### src/rtl/i2c_evt_pkg.sv
package i2c_evt_pkg;

    localparam int REG_W   = 16;
    localparam int EVT_N   = 5;
    localparam int CODE_W  = $clog2(EVT_N + 1);

    // status bit positions
    localparam int POS_UDF  = 10;
    localparam int POS_OVR  = 11;
    localparam int POS_BUSY = 12;

    // register word offsets
    localparam int OFF_STAT = 0;
    localparam int OFF_MASK = 1;
    localparam int OFF_VEC  = 2;

    typedef enum logic [CODE_W-1:0] {
        VEC_NONE = 3'd0,
        VEC_ARB  = 3'd1,
        VEC_NACK = 3'd2,
        VEC_ACC  = 3'd3,
        VEC_RX   = 3'd4,
        VEC_TX   = 3'd5
    } vec_code_e;

    // bits that hold sticky state and accept write-one-to-clear
    function automatic logic [REG_W-1:0] sticky_mask();
        logic [REG_W-1:0] m;
        m = '0;
        m[EVT_N-1:0] = '1;
        m[POS_UDF]   = 1'b1;
        m[POS_OVR]   = 1'b1;
        return m;
    endfunction

    // lowest-numbered pending event wins
    function automatic vec_code_e prio_code(input logic [EVT_N-1:0] pend);
        vec_code_e c;
        c = VEC_NONE;
        for (int i = EVT_N - 1; i >= 0; i--) begin
            if (pend[i]) c = vec_code_e'(CODE_W'(i + 1));
        end
        return c;
    endfunction

    function automatic logic [EVT_N-1:0] code_onehot(input vec_code_e c);
        logic [EVT_N-1:0] oh;
        oh = '0;
        for (int i = 0; i < EVT_N; i++) begin
            if (int'(c) == i + 1) oh[i] = 1'b1;
        end
        return oh;
    endfunction

endpackage

### src/rtl/i2c_evt_status.sv
module i2c_evt_status
    import i2c_evt_pkg::*;
(
    input  logic             clk,
    input  logic             rst,
    input  logic [EVT_N-1:0] evt_i,
    input  logic             udf_i,
    input  logic             ovr_i,
    input  logic             busy_i,
    input  logic             wr_clr_i,
    input  logic [REG_W-1:0] wdata_i,
    input  logic [EVT_N-1:0] vec_clr_i,
    output logic [REG_W-1:0] stat_o,
    output logic [EVT_N-1:0] evt_q_o
);

    localparam logic [REG_W-1:0] STICKY = sticky_mask();

    logic [REG_W-1:0] sticky_q;
    logic [REG_W-1:0] set_vec;
    logic [REG_W-1:0] clr_vec;

    always_comb begin
        set_vec = '0;
        set_vec[EVT_N-1:0] = evt_i;
        set_vec[POS_UDF]   = udf_i;
        set_vec[POS_OVR]   = ovr_i;
    end

    always_comb begin
        clr_vec = wr_clr_i ? (wdata_i & STICKY) : '0;
        clr_vec[EVT_N-1:0] = clr_vec[EVT_N-1:0] | vec_clr_i;
    end

    // a set in the same cycle as a clear wins
    always_ff @(posedge clk) begin
        if (rst) sticky_q <= '0;
        else     sticky_q <= (sticky_q & ~clr_vec) | set_vec;
    end

    always_comb begin
        stat_o = sticky_q;
        stat_o[POS_BUSY] = busy_i;
    end

    assign evt_q_o = sticky_q[EVT_N-1:0];

    for (genvar k = 0; k < EVT_N; k++) begin : g_chk
        AST_EVT_SETS: assert property (@(posedge clk) disable iff (rst)
            evt_i[k] |=> sticky_q[k]);
        AST_W1C_CLEARS: assert property (@(posedge clk) disable iff (rst)
            (wr_clr_i && wdata_i[k] && !evt_i[k]) |=> !sticky_q[k]);
        AST_ZERO_HOLDS: assert property (@(posedge clk) disable iff (rst)
            (!(wr_clr_i && wdata_i[k]) && !vec_clr_i[k] && !evt_i[k])
            |=> (sticky_q[k] == $past(sticky_q[k])));
    end

    AST_OVR_STICKS: assert property (@(posedge clk) disable iff (rst)
        ovr_i |=> stat_o[POS_OVR]);

endmodule

### src/rtl/i2c_evt_mask.sv
module i2c_evt_mask
    import i2c_evt_pkg::*;
(
    input  logic             clk,
    input  logic             rst,
    input  logic             wr_i,
    input  logic [EVT_N-1:0] wdata_i,
    output logic [EVT_N-1:0] en_o
);

    always_ff @(posedge clk) begin
        if (rst)       en_o <= '0;
        else if (wr_i) en_o <= wdata_i;
    end

    AST_MASK_LOADS: assert property (@(posedge clk) disable iff (rst)
        wr_i |=> (en_o == $past(wdata_i)));
    AST_MASK_KEEPS: assert property (@(posedge clk) disable iff (rst)
        !wr_i |=> $stable(en_o));

endmodule

### src/rtl/i2c_evt_vector.sv
module i2c_evt_vector
    import i2c_evt_pkg::*;
(
    input  logic             clk,
    input  logic             rst,
    input  logic [EVT_N-1:0] evt_q_i,
    input  logic [EVT_N-1:0] en_i,
    input  logic             rd_i,
    output vec_code_e        code_o,
    output logic [EVT_N-1:0] clr_o,
    output logic             irq_o
);

    logic [EVT_N-1:0] pend;

    assign pend   = evt_q_i & en_i;
    assign irq_o  = |pend;
    assign code_o = prio_code(pend);
    assign clr_o  = rd_i ? code_onehot(code_o) : '0;

    AST_CODE_IMPLIES_IRQ: assert property (@(posedge clk) disable iff (rst)
        (code_o != VEC_NONE) |-> irq_o);
    AST_ONE_CLEAR: assert property (@(posedge clk) disable iff (rst)
        $onehot0(clr_o));
    AST_CLEAR_IS_PENDING: assert property (@(posedge clk) disable iff (rst)
        ((clr_o & ~pend) == '0));

endmodule

### src/rtl/i2c_evt_irq_unit.sv
module i2c_evt_irq_unit
    import i2c_evt_pkg::*;
#(
    parameter int ADDR_W = 2
) (
    input  logic              clk,
    input  logic              rst,
    input  logic              evt_arb_lost_i,
    input  logic              evt_nack_i,
    input  logic              evt_acc_rdy_i,
    input  logic              evt_rx_rdy_i,
    input  logic              evt_tx_rdy_i,
    input  logic              tx_udf_i,
    input  logic              rx_ovr_i,
    input  logic              bus_busy_i,
    input  logic              reg_wr_i,
    input  logic              reg_rd_i,
    input  logic [ADDR_W-1:0] reg_addr_i,
    input  logic [REG_W-1:0]  reg_wdata_i,
    output logic [REG_W-1:0]  reg_rdata_o,
    output logic              irq_o
);

    localparam logic [ADDR_W-1:0] A_STAT = ADDR_W'(OFF_STAT);
    localparam logic [ADDR_W-1:0] A_MASK = ADDR_W'(OFF_MASK);
    localparam logic [ADDR_W-1:0] A_VEC  = ADDR_W'(OFF_VEC);

    logic [EVT_N-1:0] evt_pulse;
    logic [EVT_N-1:0] evt_q;
    logic [EVT_N-1:0] en_q;
    logic [EVT_N-1:0] vec_clr;
    logic [REG_W-1:0] stat_view;
    vec_code_e        code;
    logic             wr_stat, wr_mask, rd_vec;

    assign evt_pulse = {evt_tx_rdy_i, evt_rx_rdy_i, evt_acc_rdy_i,
                        evt_nack_i, evt_arb_lost_i};

    assign wr_stat = reg_wr_i && (reg_addr_i == A_STAT);
    assign wr_mask = reg_wr_i && (reg_addr_i == A_MASK);
    assign rd_vec  = reg_rd_i && (reg_addr_i == A_VEC);

    i2c_evt_status u_status (
        .clk       (clk),
        .rst       (rst),
        .evt_i     (evt_pulse),
        .udf_i     (tx_udf_i),
        .ovr_i     (rx_ovr_i),
        .busy_i    (bus_busy_i),
        .wr_clr_i  (wr_stat),
        .wdata_i   (reg_wdata_i),
        .vec_clr_i (vec_clr),
        .stat_o    (stat_view),
        .evt_q_o   (evt_q)
    );

    i2c_evt_mask u_mask (
        .clk     (clk),
        .rst     (rst),
        .wr_i    (wr_mask),
        .wdata_i (reg_wdata_i[EVT_N-1:0]),
        .en_o    (en_q)
    );

    i2c_evt_vector u_vector (
        .clk     (clk),
        .rst     (rst),
        .evt_q_i (evt_q),
        .en_i    (en_q),
        .rd_i    (rd_vec),
        .code_o  (code),
        .clr_o   (vec_clr),
        .irq_o   (irq_o)
    );

    always_comb begin
        reg_rdata_o = '0;
        case (reg_addr_i)
            A_STAT:  reg_rdata_o = stat_view;
            A_MASK:  reg_rdata_o[EVT_N-1:0] = en_q;
            A_VEC:   reg_rdata_o[CODE_W-1:0] = code;
            default: reg_rdata_o = '0;
        endcase
    end

    AST_NO_RW_OVERLAP: assert property (@(posedge clk) disable iff (rst)
        !(reg_wr_i && reg_rd_i));
    AST_BUSY_QUIET: assert property (@(posedge clk) disable iff (rst)
        (evt_q == '0) |-> !irq_o);
    AST_VEC_READ_CLEARS: assert property (@(posedge clk) disable iff (rst)
        (rd_vec && code == VEC_ARB && !evt_arb_lost_i) |=> !evt_q[0]);

endmodule

### config.mk
export PLATFORM = sky130hd
export DESIGN_NAME = i2c_evt_irq_unit
export DESIGN_NICKNAME = d
export VERILOG_FILES = /design/src/rtl/i2c_evt_pkg.sv /design/src/rtl/i2c_evt_status.sv /design/src/rtl/i2c_evt_mask.sv /design/src/rtl/i2c_evt_vector.sv /design/src/rtl/i2c_evt_irq_unit.sv
export SDC_FILE = /design/constraint.sdc
export NUM_CORES = 1
export LEC_CHECK = 0
export ABC_AREA = 1
export BUFFER_PORTS_ARGS = -buffer_cell sky130_fd_sc_hd__buf_4
export CAP_MARGIN = 10
export CORE_ASPECT_RATIO = 1.2
export CORE_MARGIN = 3
export CORE_UTILIZATION = 40
export DETAILED_ROUTE_END_ITERATION = 8
export HOLD_SLACK_MARGIN = 0.15
export PLACE_DENSITY = 0.68
export SLEW_MARGIN = 40
export SYNTH_ARGS = -nofsm -noshare
export SYNTH_HDL_FRONTEND = slang
export SYNTH_HIERARCHICAL = 1
export SYNTH_SLANG_ARGS = --single-unit
### constraint.sdc
create_clock -name clk -period 1.3 [get_ports clk]
set_input_delay 0 -clock clk [delete_from_list [all_inputs] [get_ports clk]]
set_output_delay 0 -clock clk [all_outputs]
set_load 0.05 [all_outputs]
# --- Yosys cells after proc, flatten, opt, wreduce, memory -nomap -nowiden ---
# Cells that the tools add are included.
word_totals:
  regBits: 21
  inputBits: 30
  output_inout_bits: 17
classes:
  n_eq_ne: 7
  n_mux: 15
  bitwise: 5
  reduce_logical: 5
op_table:
  columns: ["cell", "count"]
  rows:
  - ["$and 16x16->16", 1]
  - ["$not 16->16", 1]
  - ["$or 16x12->16", 1]
  - ["$mux 3", 5]
  - ["$eq 3x3->1 const B", 4]
  - ["$mux 12", 1]
  - ["$mux 11", 1]
  - ["$pmux 3 s3", 1]
  - ["$and 5x5->5", 1]
  - ["$mux 1", 5]
  - ["$mux 5", 1]
  - ["$or 5x5->5", 1]
  - ["$reduce_or 5->1", 1]
  - ["$pmux 2 s2", 1]
  - ["$eq 3x2->1 const B", 1]
  - ["$logic_and 1x1->1", 3]
  - ["$eq 2x1->1 const B", 1]
  - ["$eq 2x2->1 const B", 1]
  - ["$logic_not 2->1", 1]

# --- Logic depth before layout (Yosys ltp) ---
# Gate-level depths: netlist of run 1.
depth:
  word_depth: 13
  ltp_mapped: 9
  ltp_nobuf: 9

# --- Cells and area by module ---
# The synthesis of run 1 kept the hierarchy.
modules_own_cells:
  columns: ["mod", "instances", "cells_each", "area_per_inst_um2"]
  rows:
  - ["i2c_evt_status", 1, 53, 380.4]
  - ["i2c_evt_irq_unit", 1, 49, 246.5]
  - ["i2c_evt_mask", 1, 32, 209.0]
  - ["i2c_evt_vector", 1, 27, 157.7]

# --- Worst setup path after synthesis of run 1 ---
# No wires, ideal clock.
synth_timing:
  path_type: "reg-to-output"
  startpoint: "reg u_status.sticky_q[1]"
  endpoint: "out reg_rdata_o[0]"
  arrival_time_ns: 1.268
  required_time_ns: 1.300
  path_slack_ns: 0.032
  path_stages_with_launch: 6
  cell_sequence: "dfxtp_1 -> nand2_2 -> a21boi_2 -> or2_1 -> nand3_1 -> nand3_1"
synth_via:
  elab_chain_cells: 4
synth_rtl:
  columns: ["item", "line_no", "rtl"]
  rows:
  - ["start: declaration", "i2c_evt_status.sv:19", "logic [REG_W-1:0] sticky_q;"]
  - ["start signal: assignment", "i2c_evt_status.sv:38", "else sticky_q <= (sticky_q & ~clr_vec) | set_vec;"]
  - ["$and 5x5->5", "i2c_evt_vector.sv:16", "assign pend = evt_q_i & en_i;"]
  - ["$mux 3 (2 in series)", "i2c_evt_pkg.sv:41", "if (pend[i]) c = vec_code_e'(CODE_W'(i + 1));"]
  - ["named net code[0]", "i2c_evt_irq_unit.sv:33", "vec_code_e code;"]
  - ["$pmux 3 s3", "i2c_evt_irq_unit.sv:78", "case (reg_addr_i)"]
  - ["end: declaration", "i2c_evt_irq_unit.sv:20", "output logic [REG_W-1:0] reg_rdata_o,"]
# The timed path passes the listed nets, and every way through them passes these cells.

# --- Worst setup path after layout of run 1 ---
# Ends and elaborated chain as after synthesis.

==> results.sh, run 1 <==
export IMPL_grtUsageTotal=0.182
export IMPL_synth_compound_area_share=0.0529
export IMPL_layout_commonest_cell="buf_4"
export IMPL_synth_cells=161
export IMPL_synth_top_family_by_area="simple AND/OR/NAND/NOR gates"
export IMPL_synth_mux_area_frac=0
export IMPL_fmax_mhz=711
export IMPL_gp_congestion=0.886
export IMPL_placementRows=19
export IMPL_finalSetupTns_ps=-183
export IMPL_hold_end="u_mask/en_o[2]"
export IMPL_layout_common_cells="buf_4, inv_1, nand2_1"
export IMPL_synthSimpleGateAreaFrac=0.437
export IMPL_crit_chain="nand2_4 -> a21boi_4 -> or2_1 -> nand3_1 -> nand3_2 -> buf_8"
export IMPL_grt_max_degree=12
export IMPL_finalMaxSlewViolations=0
export IMPL_synth_area_um2=993
export IMPL_grt_overflow_total=0
export IMPL_clockRootBuffer="clkbuf_4"
export IMPL_worstHoldPathType="primary input to register"
export IMPL_cts_tree="done"
export IMPL_final_fill_count=198
export IMPL_wl_um=2860
export IMPL_skew_ps=3.72
export IMPL_area_delta_synth_final_pct=57.1
export IMPL_path_max_fanout=3
export IMPL_ys_warn_count=6
export IMPL_max_vdd_ir_drop_mv=0.679
export IMPL_drv_cap=0
export IMPL_port_buffers=29
export IMPL_clock_sinks=12
export IMPL_tightest_slew_ps=885
export IMPL_antenna_found_initial=0
export IMPL_diodes=0
export IMPL_slew_headroom=0.408
export IMPL_cp_arrival_ps=1410
export IMPL_r2r_setup_slack_ps=-20
export IMPL_power_leakage_nw=0.820
export IMPL_post_place_ws_ps=47.1
export IMPL_avgSynthCellArea_um2=6.17
export IMPL_fin_area_mm2=0.00156
export IMPL_die_w_um=51.5
export IMPL_cp_num_buf_inv=1
export IMPL_setup_viol=4
export IMPL_cts_buffers=3
export IMPL_start_util=0.426
export IMPL_drtIter0Drc=22
export IMPL_violations="setup timing"
export IMPL_drt_first_pass_iters=4
export IMPL_viasPerCell=4.47
export IMPL_final_util=0.670
export IMPL_setup_ws_ps=-107
export IMPL_reg2regPathDepth=9
export IMPL_clk_path_buf_depth=2
export IMPL_hp_start="reg_addr_i[1]"
export IMPL_num_vias=1105
export IMPL_ys_ff_latch=12
export IMPL_drive_gt1_frac=0.417
export IMPL_grt_pass1_vias=972
export IMPL_cp_startpoint="u_status/sticky_q[1]"
export IMPL_rsz0062_at_grt="true"
export IMPL_dpl_instance_area_mm2=0.00118
export IMPL_grt_pass1_wl_um=4240
export IMPL_cp_start_kind="register"
export IMPL_whs_path_depth=5
export IMPL_status="complete, but fails checks"
export IMPL_critPathMaxStageDelay_ps=360
export IMPL_cts_clk_slew_worst_paths_ps=80
export IMPL_synthAdderAreaFrac=0
export IMPL_drtAntennaViolNets=0
export IMPL_clock_latency_ps=270
export IMPL_layout_nets=247
export IMPL_hold_violations=0
export IMPL_drc=0
export IMPL_cpLargestDelayFamily="simple AND/OR/NAND/NOR gates"
export IMPL_rr_startpoint="u_mask/en_o[2]"
export IMPL_crit_type="register to output pin"
export IMPL_pwr_density_cell_mw_per_mm2=718
export IMPL_final_min_clock_period_ps=1410
export IMPL_r2r_end="u_status/sticky_q[3]"
export IMPL_finalCritPeriodShare=1.08
export IMPL_critPathCaptureType="output pin"
export IMPL_ys_seq_area_frac=0.242
export IMPL_synth_distinct_cells=21
export IMPL_htreeDepth=1
export IMPL_io_pins=47
export IMPL_design_die_area_mm2=0.00312
export IMPL_dp_hpwl_um=1800
export IMPL_cp_data_required_time_ps=1300
export IMPL_wl_per_cell_um=11.6
export IMPL_total_power_mw=1.12
export IMPL_slowest_stage="dfxtp_2"
export IMPL_core_area_mm2=0.00233
export IMPL_synth_xor_area_frac=0
export IMPL_die_h_um=60.6
[cells in the mapped netlist]
library cell,n,area (um^2)
or2_1,1,6.26
nand2_1,28,105
inv_2,2,7.51
and3_1,1,6.26
a21boi_2,1,11.3
nor3_4,1,16.3
buf_4,14,105
nor2_4,2,22.5
nor3_1,2,10.0
nand4_1,1,6.26
buf_6,2,22.5
inv_1,34,128
nand3_1,18,90.1
a21oi_1,7,35.0
nand2_4,2,22.5
conb_1,1,3.75
a31oi_1,1,6.26
nand2_2,3,18.8
dfxtp_1,12,240
nor2_1,18,67.6
nor2_2,10,62.6
[state kept, by name, indices dropped and copies added, names as in the netlist]
| signal | count |
|---|---|
| u_status/sticky_q | 7 |
| u_mask/en_o | 5 |
[per-stage QoR]
stage          hold slack (ps)  cells
2_1_floorplan             69.1    168
3_3_place_gp               214    216
3_5_place_dp               224    216
4_1_cts                    232    246
5_1_grt                    287    247
6_report                   252    247
[per-layer routing]
metal / GRT usage / part of all wire / vias up
met5: 0 / 0 / -
met2: 0.333 / 0.54 / 31
met1: 0.216 / 0.39 / 498
met3: 0.0147 / 0.049 / 6
li1: - / - / 570
met4: 0.0861 / 0.025 / 0
[timing repair]
item,4_1_cts,5_1_grt
buffers inserted,11,1
gates resized for setup,13,20
hold buffers,15,0
setup endpoints to repair,3,8
endpoints found under the hold margin,12,0
pin swaps,9,9
[logic make-up (layout without fill, tap and decap cells)]
logic type             after synthesis  in the layout
other                                1              8
buffers and inverters               52            100
AO/OA/AOI/OAI                        9              9
AND/OR/NAND/NOR                     87             87
flip-flops                          12             12
[worst max-delay path by stage]
stage,end,slack (ps),cells past startpoint
3_5_place_dp,reg_rdata_o[0],50,6
5_1_grt,reg_rdata_o[0],-170,7
3_3_place_gp,reg_rdata_o[0],100,6
4_1_cts,reg_rdata_o[0],-130,6
6_report,reg_rdata_o[0],-110,6
2_1_floorplan,reg_rdata_o[0],30,5
[cell type report]
type                            count  area, um^2  area share
Clock buffer                        4        36.3      0.0233
Tap cell                           31        38.8      0.0249
Inverter                           36         135      0.0866
Timing Repair Buffer               60         507       0.325
Multi-Input combinational cell    104         586       0.375
Sequential cell                    12         258       0.165
[worst reg2reg max path, cell delays in order, from the launching register on]
cell and delay [ps]:
dfxtp_4 360, nand2_4 100, nand2_4 80, nor3_4 190, buf_4 140, nand2_4 60
nor2_4 110, inv_2 50, nand3_2 70, a21oi_2 60
[power by group]
group	total, mW	switching [mW]	leakage [nW]	internal [mW]
Sequential	0.413	0.0221	0.103	0.391
Combinational	0.406	0.232	0.696	0.175
Clock	0.301	0.131	0.0210	0.170
(Power assumes the default switching activity.)
==> inputs of run 2 (changes only) <==
Settings changed: GPL_ROUTABILITY_DRIVEN from default to 1, TNS_END_PERCENT from default to 1.
==> results.sh, run 2 (same netlist as run 1, synthesis figures left out) <==
export IMPL_status="complete, but fails checks"
export IMPL_violations="setup timing"
export IMPL_switching_share=0.342
export IMPL_clk_path_buf_depth=2
export IMPL_cp_data_required_time_ps=1300
export IMPL_area_delta_synth_final_pct=54.8
export IMPL_grt_overflow_total=0
export IMPL_tightest_slew_ps=885
export IMPL_drt_first_pass_iters=4
export IMPL_gr_usage_met2=0.318
export IMPL_core_area_mm2=0.00233
export IMPL_cts_tree="done"
export IMPL_start_util=0.426
export IMPL_layout_common_cells="buf_4, inv_1, nand2_1"
export IMPL_rsz0062_at_grt="true"
export IMPL_diodes=0
export IMPL_finalSetupTns_ps=-197
export IMPL_worstHoldPathType="primary input to register"
export IMPL_layout_commonest_cell="buf_4"
export IMPL_final_min_clock_period_ps=1400
export IMPL_grtUsageTotal=0.180
export IMPL_gp_congestion=0.886
export IMPL_finalMaxSlewViolations=0
export IMPL_design_die_area_mm2=0.00312
export IMPL_fmax_mhz=714
export IMPL_crit_type="register to output pin"
export IMPL_htreeDepth=1
export IMPL_r2r_setup_slack_ps=-20
export IMPL_wl_per_cell_um=12.0
export IMPL_seqCellArea_um2=254
export IMPL_grt_use_met3=0.0172
export IMPL_wl_um=2950
export IMPL_grt_use_met1=0.216
export IMPL_p_clk_frac=0.268
export IMPL_cp_start_kind="register"
export IMPL_antenna_found_initial=0
export IMPL_p_switching_mw=0.381
export IMPL_top_register="u_status/sticky_q"
export IMPL_dp_hpwl_um=1800
export IMPL_grt_max_degree=12
export IMPL_num_vias=1136
export IMPL_finalCritPeriodShare=1.08
export IMPL_final_util=0.660
export IMPL_drtAntennaViolNets=0
export IMPL_grt_pass1_wl_um=4200
export IMPL_clock_latency_ps=270
export IMPL_p_int_mw=0.733
export IMPL_post_place_ws_ps=47.1
export IMPL_max_vdd_ir_drop_mv=0.653
export IMPL_setup_ws_ps=-101
export IMPL_drv_cap=0
export IMPL_drive_gt1_frac=0.407
export IMPL_drtIter0Drc=30
export IMPL_viasPerCell=4.64
export IMPL_fin_area_mm2=0.00154
export IMPL_combPwrFrac=0.358
export IMPL_port_buffers=29
export IMPL_drc=0
export IMPL_die_w_um=51.5
export IMPL_skew_ps=0.809
export IMPL_setup_viol=4
export IMPL_dpl_instance_area_mm2=0.00118
export IMPL_layout_nets=245
export IMPL_cts_clk_slew_worst_paths_ps=80
export IMPL_top_usage_layer="met2"
export IMPL_grt_pass1_vias=939
export IMPL_final_fill_count=199
export IMPL_clock_sinks=12
export IMPL_hold_violations=0
export IMPL_slew_headroom=0.408
export IMPL_largestRegisters="u_status/sticky_q: 7 flops, u_mask/en_o: 5 flops"
export IMPL_cp_arrival_ps=1400
export IMPL_power_leakage_nw=0.785
export IMPL_clockRootBuffer="clkbuf_4"
export IMPL_cts_buffers=3
export IMPL_io_pins=47
export IMPL_placementRows=19
export IMPL_path_max_fanout=3
export IMPL_seqPwrFrac=0.373
export IMPL_multi_input_area_um2=574
export IMPL_die_h_um=60.6
export IMPL_critPathCaptureType="output pin"
export IMPL_pwr_density_cell_mw_per_mm2=724
export IMPL_largest_reg_flops=7
run 2: critical path, stage by stage (launching register included):
cell and delay [ps]:
dfxtp_2 360, nand2_4 70, a21boi_4 140, or2_1 220, nand3_1 100, nand3_2 80, buf_8 160
run 2: path summary, 6_finish.rpt:
| kind | from | depth (start not counted) | to |
|---|---|---|---|
| setup reg to reg | u_mask/en_o[1] | 8 | u_status/sticky_q[4] |
| hold reg to reg | u_mask/en_o[4] | 2 | u_mask/en_o[4] |
| setup / recovery | u_mask/en_o[1] | 6 | reg_rdata_o[0] |
| hold / removal | reg_addr_i[1] | 5 | u_mask/en_o[2] |
run 2: power by group through the flow:
stage | Clock (mW) | Sequential (mW) | Combinational (mW)
after floorplan | 0 | 0.416 | 0.243
after global routing | 0.326 | 0.419 | 0.428
after detailed placement | 0 | 0.422 | 0.309
after CTS | 0.313 | 0.415 | 0.367
final | 0.299 | 0.416 | 0.399
after global placement | 0 | 0.421 | 0.304
run 2: final cells by class:
cell class	count	area share
multi-input cells	104	0.373
repair buffers	58	0.325
flip-flops and latches	12	0.165
inverters	36	0.0879
well taps	31	0.0252
clock buffers	4	0.0236
run 2: routing by layer:
layer  wire length (um)  vias up
li1                   -      566
met1               1080      510
met2               1580       46
met3                165       14
met4                127        0
met5                  0        -
run 2: repair_timing:
item                                    CTS  global route
hold buffers                             15             0
buffers inserted                          5             5
endpoints found under the setup margin    3             8
gates resized for setup                  12            18
pin swaps                                 5            10
hold endpoints to repair                 12             0
run 2: metrics by stage:
stage / instances / hold slack [ps] / power, mW
CTS: 240 / 234 / 1.10
floorplan: 168 / 69.1 / 0.659
finish: 245 / 261 / 1.11
global placement: 216 / 214 / 0.725
global route: 245 / 304 / 1.17
detailed placement: 216 / 224 / 0.730
